<file path="src/rtl/pt_walker_pkg.sv">
package pt_walker_pkg;
    localparam int FCODE_W = 8;

    localparam logic [FCODE_W-1:0] FC_OK         = 8'h00;
    localparam logic [FCODE_W-1:0] FC_TABLE_MISS = 8'h05;
    localparam logic [FCODE_W-1:0] FC_PAGE_MISS  = 8'h08;
    localparam logic [FCODE_W-1:0] FC_SUPER_MISS = 8'h0B;
    localparam logic [FCODE_W-1:0] FC_BAD_L1     = 8'h0C;
    localparam logic [FCODE_W-1:0] FC_BAD_L2     = 8'h0D;
    localparam logic [FCODE_W-1:0] FC_NO_READ    = 8'h11;
    localparam logic [FCODE_W-1:0] FC_NO_WRITE   = 8'h12;
    localparam logic [FCODE_W-1:0] FC_NO_EXEC    = 8'h13;

    localparam int BIT_PRESENT = 2;
    localparam int BIT_GRANT_R = 8;
    localparam int BIT_GRANT_W = 7;
    localparam int BIT_GRANT_X = 6;

    localparam logic [1:0] DT_TABLE = 2'd0;
    localparam logic [1:0] DT_SUPER = 2'd3;

    typedef enum logic [1:0] {
        ACC_READ  = 2'd0,
        ACC_WRITE = 2'd1,
        ACC_EXEC  = 2'd2
    } acc_kind_e;

    typedef enum logic [1:0] {
        ST_IDLE = 2'd0,
        ST_L1   = 2'd1,
        ST_L2   = 2'd2,
        ST_RESP = 2'd3
    } walk_st_e;
endpackage

</file>
<file path="src/rtl/pt_walker_perm.sv">
module pt_walker_perm
    import pt_walker_pkg::*;
(
    input  logic [2:0]         grant_rwx,
    input  logic [1:0]         acc,
    input  logic               is_user,
    output logic [FCODE_W-1:0] code
);
    always_comb begin
        code = FC_OK;
        if (is_user) begin
            unique case (acc)
                ACC_READ:  if (!grant_rwx[0]) code = FC_NO_READ;
                ACC_WRITE: if (!grant_rwx[1]) code = FC_NO_WRITE;
                ACC_EXEC:  if (!grant_rwx[2]) code = FC_NO_EXEC;
                default:   code = FC_OK;
            endcase
        end
    end
endmodule

</file>
<file path="src/rtl/pt_walker_fault_regs.sv">
module pt_walker_fault_regs
    import pt_walker_pkg::*;
#(
    parameter int AW = 32
) (
    input  logic               clk,
    input  logic               rst_n,
    input  logic               load,
    input  logic [FCODE_W-1:0] code_in,
    input  logic [AW-1:0]      va_in,
    output logic [FCODE_W-1:0] status,
    output logic [AW-1:0]      addr
);
    always_ff @(posedge clk) begin
        if (!rst_n) begin
            status <= '0;
            addr   <= '0;
        end else if (load) begin
            status <= code_in;
            addr   <= va_in;
        end
    end
endmodule

</file>
<file path="src/rtl/pt_walker.sv">
module pt_walker
    import pt_walker_pkg::*;
#(
    parameter int AW     = 32,
    parameter int SP_OFS = 22,
    parameter int PG_OFS = 12
) (
    input  logic               clk,
    input  logic               rst_n,
    input  logic               cfg_xlate_on,
    input  logic [AW-PG_OFS-1:0] cfg_tbase,
    input  logic               req_valid,
    output logic               req_ready,
    input  logic [AW-1:0]      req_va,
    input  logic [1:0]         req_acc,
    input  logic               req_user,
    output logic               mem_req,
    output logic [AW-1:0]      mem_addr,
    input  logic               mem_rvalid,
    input  logic [AW-1:0]      mem_rdata,
    output logic               rsp_valid,
    output logic [AW-1:0]      rsp_pa,
    output logic [2:0]         rsp_perm,
    output logic               rsp_super,
    output logic [FCODE_W-1:0] rsp_fcode,
    output logic               abort_instr,
    output logic               abort_data,
    output logic [FCODE_W-1:0] flt_status,
    output logic [AW-1:0]      flt_addr
);
    localparam int IDX_W = SP_OFS - PG_OFS;

    walk_st_e            state, nxt_state;
    logic [AW-1:0]       va_q;
    logic [1:0]          acc_q;
    logic                user_q;
    logic [AW-PG_OFS-1:0] tbl_q;

    logic                accept, bypass;
    logic                fin_load;
    logic [AW-1:0]       fin_pa;
    logic [2:0]          fin_perm;
    logic                fin_super;
    logic [FCODE_W-1:0]  fin_code;
    logic [2:0]          desc_rwx;
    logic [FCODE_W-1:0]  perm_code;
    logic [1:0]          desc_type;
    logic                desc_present;

    assign accept       = req_valid && (state == ST_IDLE);
    assign bypass       = !cfg_xlate_on || (!req_user && !req_va[AW-1]);
    assign desc_type    = mem_rdata[1:0];
    assign desc_present = mem_rdata[BIT_PRESENT];
    assign desc_rwx     = {mem_rdata[BIT_GRANT_X], mem_rdata[BIT_GRANT_W], mem_rdata[BIT_GRANT_R]};

    pt_walker_perm u_perm (
        .grant_rwx (desc_rwx),
        .acc       (acc_q),
        .is_user   (user_q),
        .code      (perm_code)
    );

    // state register
    always_ff @(posedge clk) begin
        if (!rst_n) state <= ST_IDLE;
        else        state <= nxt_state;
    end

    // next state and walk result
    always_comb begin
        nxt_state = state;
        fin_load  = 1'b0;
        fin_pa    = '0;
        fin_perm  = '0;
        fin_super = 1'b0;
        fin_code  = FC_OK;
        unique case (state)
            ST_IDLE: begin
                if (accept) begin
                    if (bypass) begin
                        nxt_state = ST_RESP;
                        fin_load  = 1'b1;
                        fin_perm  = 3'b111;
                        fin_pa    = req_va;
                        if (cfg_xlate_on) fin_pa[AW-1] = 1'b1;
                    end else begin
                        nxt_state = ST_L1;
                    end
                end
            end
            ST_L1: begin
                if (mem_rvalid) begin
                    nxt_state = ST_RESP;
                    fin_load  = 1'b1;
                    if (desc_type == DT_SUPER) begin
                        if (!desc_present)      fin_code = FC_SUPER_MISS;
                        else if (perm_code != FC_OK) fin_code = perm_code;
                        else begin
                            fin_pa    = {mem_rdata[AW-1:SP_OFS], va_q[SP_OFS-1:0]};
                            fin_perm  = desc_rwx;
                            fin_super = 1'b1;
                        end
                    end else if (desc_type == DT_TABLE) begin
                        if (!desc_present) fin_code = FC_TABLE_MISS;
                        else begin
                            nxt_state = ST_L2;
                            fin_load  = 1'b0;
                        end
                    end else begin
                        fin_code = FC_BAD_L1;
                    end
                end
            end
            ST_L2: begin
                if (mem_rvalid) begin
                    nxt_state = ST_RESP;
                    fin_load  = 1'b1;
                    if (!desc_present)                fin_code = FC_PAGE_MISS;
                    else if (desc_type != DT_TABLE)   fin_code = FC_BAD_L2;
                    else if (perm_code != FC_OK)      fin_code = perm_code;
                    else begin
                        fin_pa   = {mem_rdata[AW-1:PG_OFS], va_q[PG_OFS-1:0]};
                        fin_perm = desc_rwx;
                    end
                end
            end
            ST_RESP: nxt_state = ST_IDLE;
            default: nxt_state = ST_IDLE;
        endcase
    end

    // captured request and answer
    always_ff @(posedge clk) begin
        if (!rst_n) begin
            va_q      <= '0;
            acc_q     <= '0;
            user_q    <= 1'b0;
            tbl_q     <= '0;
            rsp_pa    <= '0;
            rsp_perm  <= '0;
            rsp_super <= 1'b0;
            rsp_fcode <= '0;
        end else begin
            if (accept) begin
                va_q   <= req_va;
                acc_q  <= req_acc;
                user_q <= req_user;
            end
            if (state == ST_L1 && mem_rvalid) tbl_q <= mem_rdata[AW-1:PG_OFS];
            if (fin_load) begin
                rsp_pa    <= fin_pa;
                rsp_perm  <= fin_perm;
                rsp_super <= fin_super;
                rsp_fcode <= fin_code;
            end
        end
    end

    pt_walker_fault_regs #(.AW(AW)) u_fault (
        .clk     (clk),
        .rst_n   (rst_n),
        .load    (fin_load && (fin_code != FC_OK)),
        .code_in (fin_code),
        .va_in   (va_q),
        .status  (flt_status),
        .addr    (flt_addr)
    );

    // outputs decoded from state
    always_comb begin
        req_ready   = (state == ST_IDLE);
        rsp_valid   = (state == ST_RESP);
        mem_req     = (state == ST_L1) || (state == ST_L2);
        mem_addr    = (state == ST_L2)
                    ? {tbl_q, va_q[SP_OFS-1:PG_OFS], 2'b00}
                    : {cfg_tbase, va_q[AW-1:SP_OFS], 2'b00};
        abort_instr = rsp_valid && (rsp_fcode != FC_OK) && (acc_q == ACC_EXEC);
        abort_data  = rsp_valid && (rsp_fcode != FC_OK) && (acc_q != ACC_EXEC);
    end

    initial begin
        if (IDX_W != 10) $display("pt_walker: unusual level split %0d", IDX_W);
    end
endmodule

</file>
<file path="config.mk">
export PLATFORM = sky130hd
export DESIGN_NAME = pt_walker
export DESIGN_NICKNAME = d
export VERILOG_FILES = /design/src/rtl/pt_walker_pkg.sv /design/src/rtl/pt_walker_perm.sv /design/src/rtl/pt_walker_fault_regs.sv /design/src/rtl/pt_walker.sv
export SDC_FILE = /design/constraint.sdc
export NUM_CORES = 1
export LEC_CHECK = 0
export BUFFER_PORTS_ARGS = -buffer_cell sky130_fd_sc_hd__buf_2
export CAP_MARGIN = 0
export CORE_MARGIN = 3
export CORE_UTILIZATION = 50
export CTS_CLUSTER_SIZE = 40
export DETAILED_ROUTE_END_ITERATION = 12
export PLACE_DENSITY = 0.79
export SLEW_MARGIN = 15
export SYNTH_ARGS = -nofsm -noshare
export SYNTH_HDL_FRONTEND = slang
export SYNTH_HIERARCHICAL = 1
export SYNTH_SLANG_ARGS = --single-unit
</file>
<file path="constraint.sdc">
create_clock -name clk -period 3.3 [get_ports clk]
set_input_delay 0.99 -clock clk [delete_from_list [all_inputs] [get_ports clk]]
set_output_delay 0.99 -clock clk [all_outputs]
set_load 0.01 [all_outputs]
</file>
# Word level (Yosys, flattened, before mapping)
# Index checks and enable logic that the tools add are counted.
# totals
input_bits	92
reg_bits	141
output_inout_bits	121
word_cells	100
# classes
n_mux	59
n_reduce_logical	20
n_eq_ne	10
# op_table
operator	n
$mux 32	11
$pmux 32 s3	1
$mux 8	9
$mux 3	10
$pmux 8 s3	1
$reduce_bool 8->1	3
$mux 1	16
$pmux 8 s2	1
$mux 5	3
$pmux 3 s3	1
$eq 2x2->1 const B	4
$mux 2	4
$pmux 2 s4	1
$logic_and 1x1->1	7
$logic_not 2->1	3
$ne 2x2->1 const B	3
$eq 2x1->1 const B	2
$logic_not 1->1	3
$pmux 1 s3	1
$reduce_and 3->1	1
$logic_or 1x1->1	2
$ne 2x1->1 const B	1
$reduce_bool 2->1	1

# Depth between registers and ports, before layout
# Gate-level depths: netlist of the first run.
# logic_depth
ltp_word	11
depth_mapped	12
mapped_depth_nobuf	9

# Hierarchy
# The synthesis of the first run kept the hierarchy.
# by_module_without_submodules
mod	seq_area_each_um2	cells_each	instances	area_per_inst_um2
pt_walker	2021.9	570	1	4819.6
pt_walker_fault_regs	800.8	129	1	1557.7
pt_walker_perm	0.0	13	1	110.1

# Worst setup path before layout of the first run
# Ideal clock, no wire load.
# synth_path
path_kind	in2reg
startpoint	in mem_rdata[8]
endpoint	reg u_fault.status[1]
stages	11
setup_time_ns	0.116
required_time_ns	3.184
arrival_ns	2.691
n_path_buf	2
setup_slack_ns	0.493
path_cell_list	mux2_4 -> nor2_1 -> nor2b_1 -> o22a_1 -> o21ai_0 -> o21ai_0 -> a21oi_1 -> buf_6 -> buf_12 -> mux2i_1 -> nor2b_1
# synth_between
elab_chain_len	11
elab_cells_between_ends	14
cone_classes	mux: 11; reduce/logical: 3
# synth_lines
element	line_no	text
from (decl)	pt_walker.sv:20	input logic [AW-1:0] mem_rdata,
$mux 5 (*)	pt_walker_perm.sv:13	ACC_READ: if (!grant_rwx[0]) code = FC_NO_READ;
$pmux 8 s3 (*)	pt_walker_perm.sv:12	unique case (acc)
$mux 8 (*)	pt_walker_perm.sv:11	if (is_user) begin
named net perm_code[0]	pt_walker.sv:46	logic [FCODE_W-1:0] perm_code;
$reduce_bool 8->1	pt_walker.sv:97, pt_walker.sv:120	
$mux 8 (*)	pt_walker.sv:97, pt_walker.sv:120	
$mux 8 (on tied branches)	pt_walker.sv:119, pt_walker.sv:96	
$mux 8 (on tied branches)	pt_walker.sv:118, pt_walker.sv:95	
$mux 8 (on tied branches)	pt_walker.sv:115, pt_walker.sv:92	
$pmux 8 s2 (*)	pt_walker.sv:77	unique case (state)
$reduce_bool 8->1	pt_walker.sv:162	.load (fin_load && (fin_code != FC_OK)),
$logic_and 1x1->1	pt_walker.sv:162	
to (signal assigned)	pt_walker_fault_regs.sv:19	status <= code_in;
to (decl)	pt_walker_fault_regs.sv:11	output logic [FCODE_W-1:0] status,
# Mark *: on every way through the listed nets, which the timed path passes. The rest lies on a longest branch.
# A chain may end at the register's enable or synchronous reset.

# Worst setup path in the final report of the first run
# layout_path
startpoint	reg state[0]
endpoint	out mem_addr[27]
# layout_between
elab_chain_len	2
# layout_lines
element	line_no	text
from (decl)	pt_walker.sv:33	walk_st_e state, nxt_state;
from (signal assigned)	pt_walker.sv:66	else state <= nxt_state;
$eq 2x2->1	pt_walker.sv:174	mem_addr = (state == ST_L2)
$mux 32	pt_walker.sv:175	? {tbl_q, va_q[SP_OFS-1:PG_OFS], 2'b00}
to (decl)	pt_walker.sv:18	output logic [AW-1:0] mem_addr,
# Every way passes these cells.

==> metrics.txt, run 1 <==
run status finished clean; EDFF count, synth 0; via-per-instance ratio 5.40; Final min period 3.12 ns; Design Area, Final 0.00819 mm^2; setup tns final 0 ns; CP Launch Type register; GRT Resource Usage Total 25.1%; total core area 0.0124 mm^2; CP arrival 2.13 ns; port bufs 204; worst-path fanout max 31; utilization after layout 66.2%; vias in the first global route 5582; Power Total 6040 uW; placed cell area 0.00758 mm^2; fin nets 998; Starting DRT DRC Count 514; Sink Count 141; layout cells sized above 1 33.0%; H-tree levels 4; crit path cell chain inv_1 > ha_2 > buf_4 > mux2_2 > buf_2; post-synthesis average cell area 9.11 um^2; hold-fix buffer count after cts 0; worst skew pair latency 0.42 ns; synth unique cells 52; DP HPWL 12800 um; top_reg_cell synth dfxtp_1; clock-pin transition on the worst setup and hold timing paths 0.06 ns; CP Capture Type primary output; cell area after synthesis 0.00649 mm^2; worst min-delay path category register to register; CTS tree yes; period utilization 94.4%; Ys Warns 6; area grow syn2layout 26.2%; Post-Synthesis Cells 712; max-slew violation count 0; largest net degree at the start of global routing 113; vias 5844; post_cts resized 0; Pre-Repair DR Iteration Count 5; hold slack 0.447 ns; P_leak 0.00343 uW; register area share after synthesis 43.5%; Worst VDD drop 0.000391 V; num rows 40; DRC viols 0; die area 0.0144 mm^2; first-pass GRT wire length 28700 um; I/O pin count 213; DR WL/cell 17.1 um; antenna viol nets, final 0; crit path max-delay cell type buf_4; measured slew at the worst slew-check pin 0.954 ns; max-cap check violation count 0; skew final 0.00873 ns; final setup vio count 0; routability cong. 0.850; ys async rst share 0%; count of final hold-check violations 0; Overflow after GRT 0; max_slew headroom 36.2%; Die Ht 120 um; Critical Path Max Stage Delay 0.41 ns; #FFs+latches synth 141; CTS root buffer clkbuf_16; Worst Path Required 2.31 ns; Crit Path Class register to primary output; Post-Route WL 18500 um; total CTS buffers 17; Post-CTS Setup Bufs 0; clock tree buffer depth 2; Die W 120 um; RSZ-0062 raised after global routing false; Starting Density 52.5%; Antenna diodes 0; initial antenna violation count 0; Pwr per Cell Area 738 mW/mm^2; fmax 321 MHz
## critical path, delay by kind of cell (launching register included)
| kind | cells | cell delay, ns |
|---|---|---|
| DFF | 1 | 0.35 |
| muxes | 1 | 0.39 |
| adders and majority gates | 1 | 0.28 |
| buffers and inverters | 3 | 0.68 |
## cells by family after synthesis
kind of cell               share of synthesized area [%]
and+or+nand+nor                                     18.6
AOI/OAI and AO/OA                                   18.8
DFF                                                 43.5
muxes                                               11.9
buffers and inverters                               6.15
adders and majority gates                          0.964
other                                              0.116
## layer usage
| metal | up-vias | share of wire, % | GRT usage [%] |
|---|---|---|---|
| li1 | 2827 | - | - |
| met1 | 2780 | 40 | 29.8 |
| met2 | 208 | 50 | 42.6 |
| met3 | 29 | 7.8 | 8.11 |
| met4 | 0 | 2.1 | 8.73 |
| met5 | - | 0 | 0 |
## synth_stat cells, types with 2 or more instances
library cell    n  area [um^2]
mux2_2         30          338
buf_12          4         80.1
a22oi_1        10         75.1
a211oi_1        3         22.5
a221oi_1       21          184
mux2i_1        42          420
buf_6           6         67.6
nor2b_1        43          269
or4_1           2         15.0
ha_1            5         62.6
dfxtp_1       141         2820
a21oi_2         4         35.0
nor3b_1         5         37.5
a21boi_1        7         52.6
and3_1          2         12.5
a31oi_1        11         68.8
buf_2           9         45.0
and2_1          7         43.8
conb_1          2         7.51
buf_1           3         11.3
buf_4           9         67.6
a21boi_0       57          428
nand3_1         5         25.0
clkbuf_1       28          105
nand2_1       143          537
a21oi_1        11         55.1
inv_1           6         22.5
nor2_1         31          116
o21ai_0        42          210
## registers in the layout, summed over array words and instances (netlist names)
| name | flops |
|---|---|
| u_fault/addr | 32 |
| rsp_pa | 32 |
| rsp_super | 1 |
| u_fault/status | 8 |
| rsp_fcode | 8 |
| tbl_q | 20 |
| va_q | 32 |
| user_q | 1 |
| acc_q | 2 |
| rsp_perm | 3 |
| state | 2 |
## final cells by class
cell class                      instances  area (um^2)
Fill cell                            1080         4170
Multi-Input combinational cell        511         3320
Sequential cell                       141         2820
Timing Repair Buffer                  224         1210
Clock buffer                           20          447
Tap cell                              168          210
Clock inverter                         12          159
Inverter                                6         22.5
## per-stage QoR
step,setup slack [ns],instances
3_3_place_gp,0.143,1050
4_1_cts,0.171,1082
2_1_floorplan,0.493,717
6_report,0.184,1082
3_5_place_dp,0.139,1050
5_1_grt,0.0840,1082
## worst paths after layout
| kind | start | end | slack [ns] | depth (start not counted) |
|---|---|---|---|---|
| max reg2reg | acc_q[1] | u_fault/addr[23] | 0.71 | 10 |
| max | state[0] | mem_addr[27] | 0.18 | 5 |
| min | rsp_super | rsp_super | 0.45 | 2 |
| min reg2reg | rsp_super | rsp_super | 0.45 | 2 |
## layout by cell type (no fill, tap or decap), drive strengths merged, types with 5 or more instances in the layout
cell type and n:
a21oi 15, a21boi 64, a22oi 10, and2 8
nor2 32, clkbuf 20, inv 10, nor2b 43
a221oi 21, mux2i 42, nor3b 6, a31oi 11
nand2 143, dfxtp 141, mux2 31, conb 7
o21ai 43, ha 5, nand3 5, buf 224
## power breakdown
part / leakage (uW) / internal (uW) / switching [uW]
clock network: 0.000292 / 1220 / 744
registers: 0.00115 / 2020 / 193
logic: 0.00199 / 743 / 1120
total: 0.00343 / 3980 / 2060
No activity file was read; power rests on OpenSTA's default activity.
==> run 2: changes to the inputs <==
CAP_MARGIN = 20   (was 0)
PLACE_DENSITY = 0.75   (was 0.79)
==> run 2 against run 1 <==
  * Die area unchanged
  * Non-clock buffer count up 3
  * Sequential power about the same
  * Wire length down 0.65%
  * First-iteration DRC count up 2.1%
  * Critical endpoint is now mem_addr[21]
==> metrics.txt, run 2 (synthesized netlist as in run 1, its figures left out) <==
run status finished clean; CP Launch Type register; measured slew at the worst slew-check pin 0.905 ns; fmax 321 MHz; post_cts resized 0; most frequent cells in the layout buf_2, nand2_1, dfxtp_1; R2R Setup Slk 0.40 ns; setup tns final 0 ns; Pre-Repair DR Iteration Count 5; P_leak 0.00345 uW; Reg2Reg Capture Point u_fault/addr[8]; DP HPWL 13100 um; fin nets 1001; Flop pwr share 36.2%; Overflow after GRT 0; grt met3 use 8.20%; first-pass GRT wire length 28900 um; r2r startpoint state[0]; period utilization 94.4%; Worst Path Required 2.31 ns; largest net degree at the start of global routing 57; hold path cells 2; clock-pin transition on the worst setup and hold timing paths 0.05 ns; CTS tree yes; vias 5863; antenna viol nets, final 0; GRT Resource Usage Total 25.4%; worst min-delay path category register to register; most common cell after layout, fill and taps aside buf_2; CP arrival 2.12 ns; die area 0.0144 mm^2; Post-Place Worst Slack 0.115 ns; combinational share of power 30.6%; num rows 40; Sw Ratio 33.2%; Die Ht 120 um; CTS root buffer clkbuf_16; Sw Pwr 2050 uW; DRC viols 0; area grow syn2layout 26.9%; worst min-delay path startpoint rsp_fcode[3]; port bufs 204; DR WL/cell 16.9 um; max_slew headroom 39.5%; met1 usage 31.1%; Final min period 3.11 ns; Clk pwr share 33.2%; worst-path fanout max 24; Die W 120 um; CP Capture Type primary output; GR peak layer met2; Pint 4120 uW; Final WS setup 0.185 ns; vias in the first global route 5592; # placed instances 1053; hold-fix buffer count after cts 0; clock tree buffer depth 2; initial antenna violation count 1; layout cells sized above 1 33.3%; Worst R2R Path Depth 10; Pwr per Cell Area 749 mW/mm^2; H-tree levels 4; via-per-instance ratio 5.40; Sink Count 141; Cell Count, Final, Fillers Out 1086; max-slew violation count 0; max-cap check violation count 0; count of final hold-check violations 0; I/O pin count 213; final setup vio count 0; Worst VDD drop 0.000549 V; routability cong. 0.852; Starting DRT DRC Count 525; Starting Density 52.5%; Setup crit start state[0]; skew final 0.0153 ns; biggest registers after layout rsp_pa x32, u_fault/addr x32, va_q x32; Hold Crit Endpoint rsp_fcode[3]; RSZ-0062 raised after global routing false; Post-CTS Setup Bufs 0; worst skew pair latency 0.43 ns; Crit Path Class register to primary output; total core area 0.0124 mm^2; total CTS buffers 17; M2 GR Usage 42.1%; fillers 1045; Post-Route WL 18400 um
-- run 2: metal layers --
layer  up-vias  routed length, um
li1       2836                  -
met1      2763               7740
met2       239               8930
met3        25               1340
met4         0                353
met5         -                  0
-- run 2: metrics by stage --
step / cell area, um^2 / hold WS [ns] / util [%] / total power (uW)
2_1_floorplan: 6510 / 0.440 / - / 3440
3_3_place_gp: 7590 / 0.444 / 61.4 / 4100
3_5_place_dp: 7590 / 0.447 / 61.4 / 4130
4_1_cts: 8230 / 0.462 / 66.6 / 6200
5_1_grt: 8230 / 0.487 / 66.6 / 6500
6_report: 8230 / 0.460 / 66.6 / 6170
-- run 2: how the worst max path moves through the flow --
stage,end,slack (ns),cells after the start
5_1_grt,mem_addr[12],0.08,5
3_3_place_gp,u_fault/addr[8],0.17,11
2_1_floorplan,u_fault/status[1],0.49,11
3_5_place_dp,u_fault/addr[8],0.11,11
6_report,mem_addr[21],0.19,5
4_1_cts,mem_addr[21],0.19,5
-- run 2: final cells by class --
type                       count  area (um^2)  area share [%]
multi-input combinational    511         3320            40.3
clock buffer                  23          478            5.81
timing repair buffer         227         1220            14.8
clock inverter                 9          158            1.91
antenna                        1         2.50          0.0304
tap                          168          210            2.55
sequential                   141         2820            34.3
inverter                       6         22.5           0.274
-- run 2: critical path, cell delays in order, from the launching register on --
cell     delay, ns
dfxtp_1       0.37
inv_1         0.13
ha_2          0.46
buf_12        0.23
mux2_2        0.36
buf_2         0.14
-- run 2: power groups by stage --
stage	sequential (uW)	clock, uW	combinational [uW]
floorplan	2310	0	1130
global placement	2250	0	1850
detailed placement	2260	0	1880
CTS	2230	2080	1890
global route	2270	2150	2070
finish	2230	2050	1890
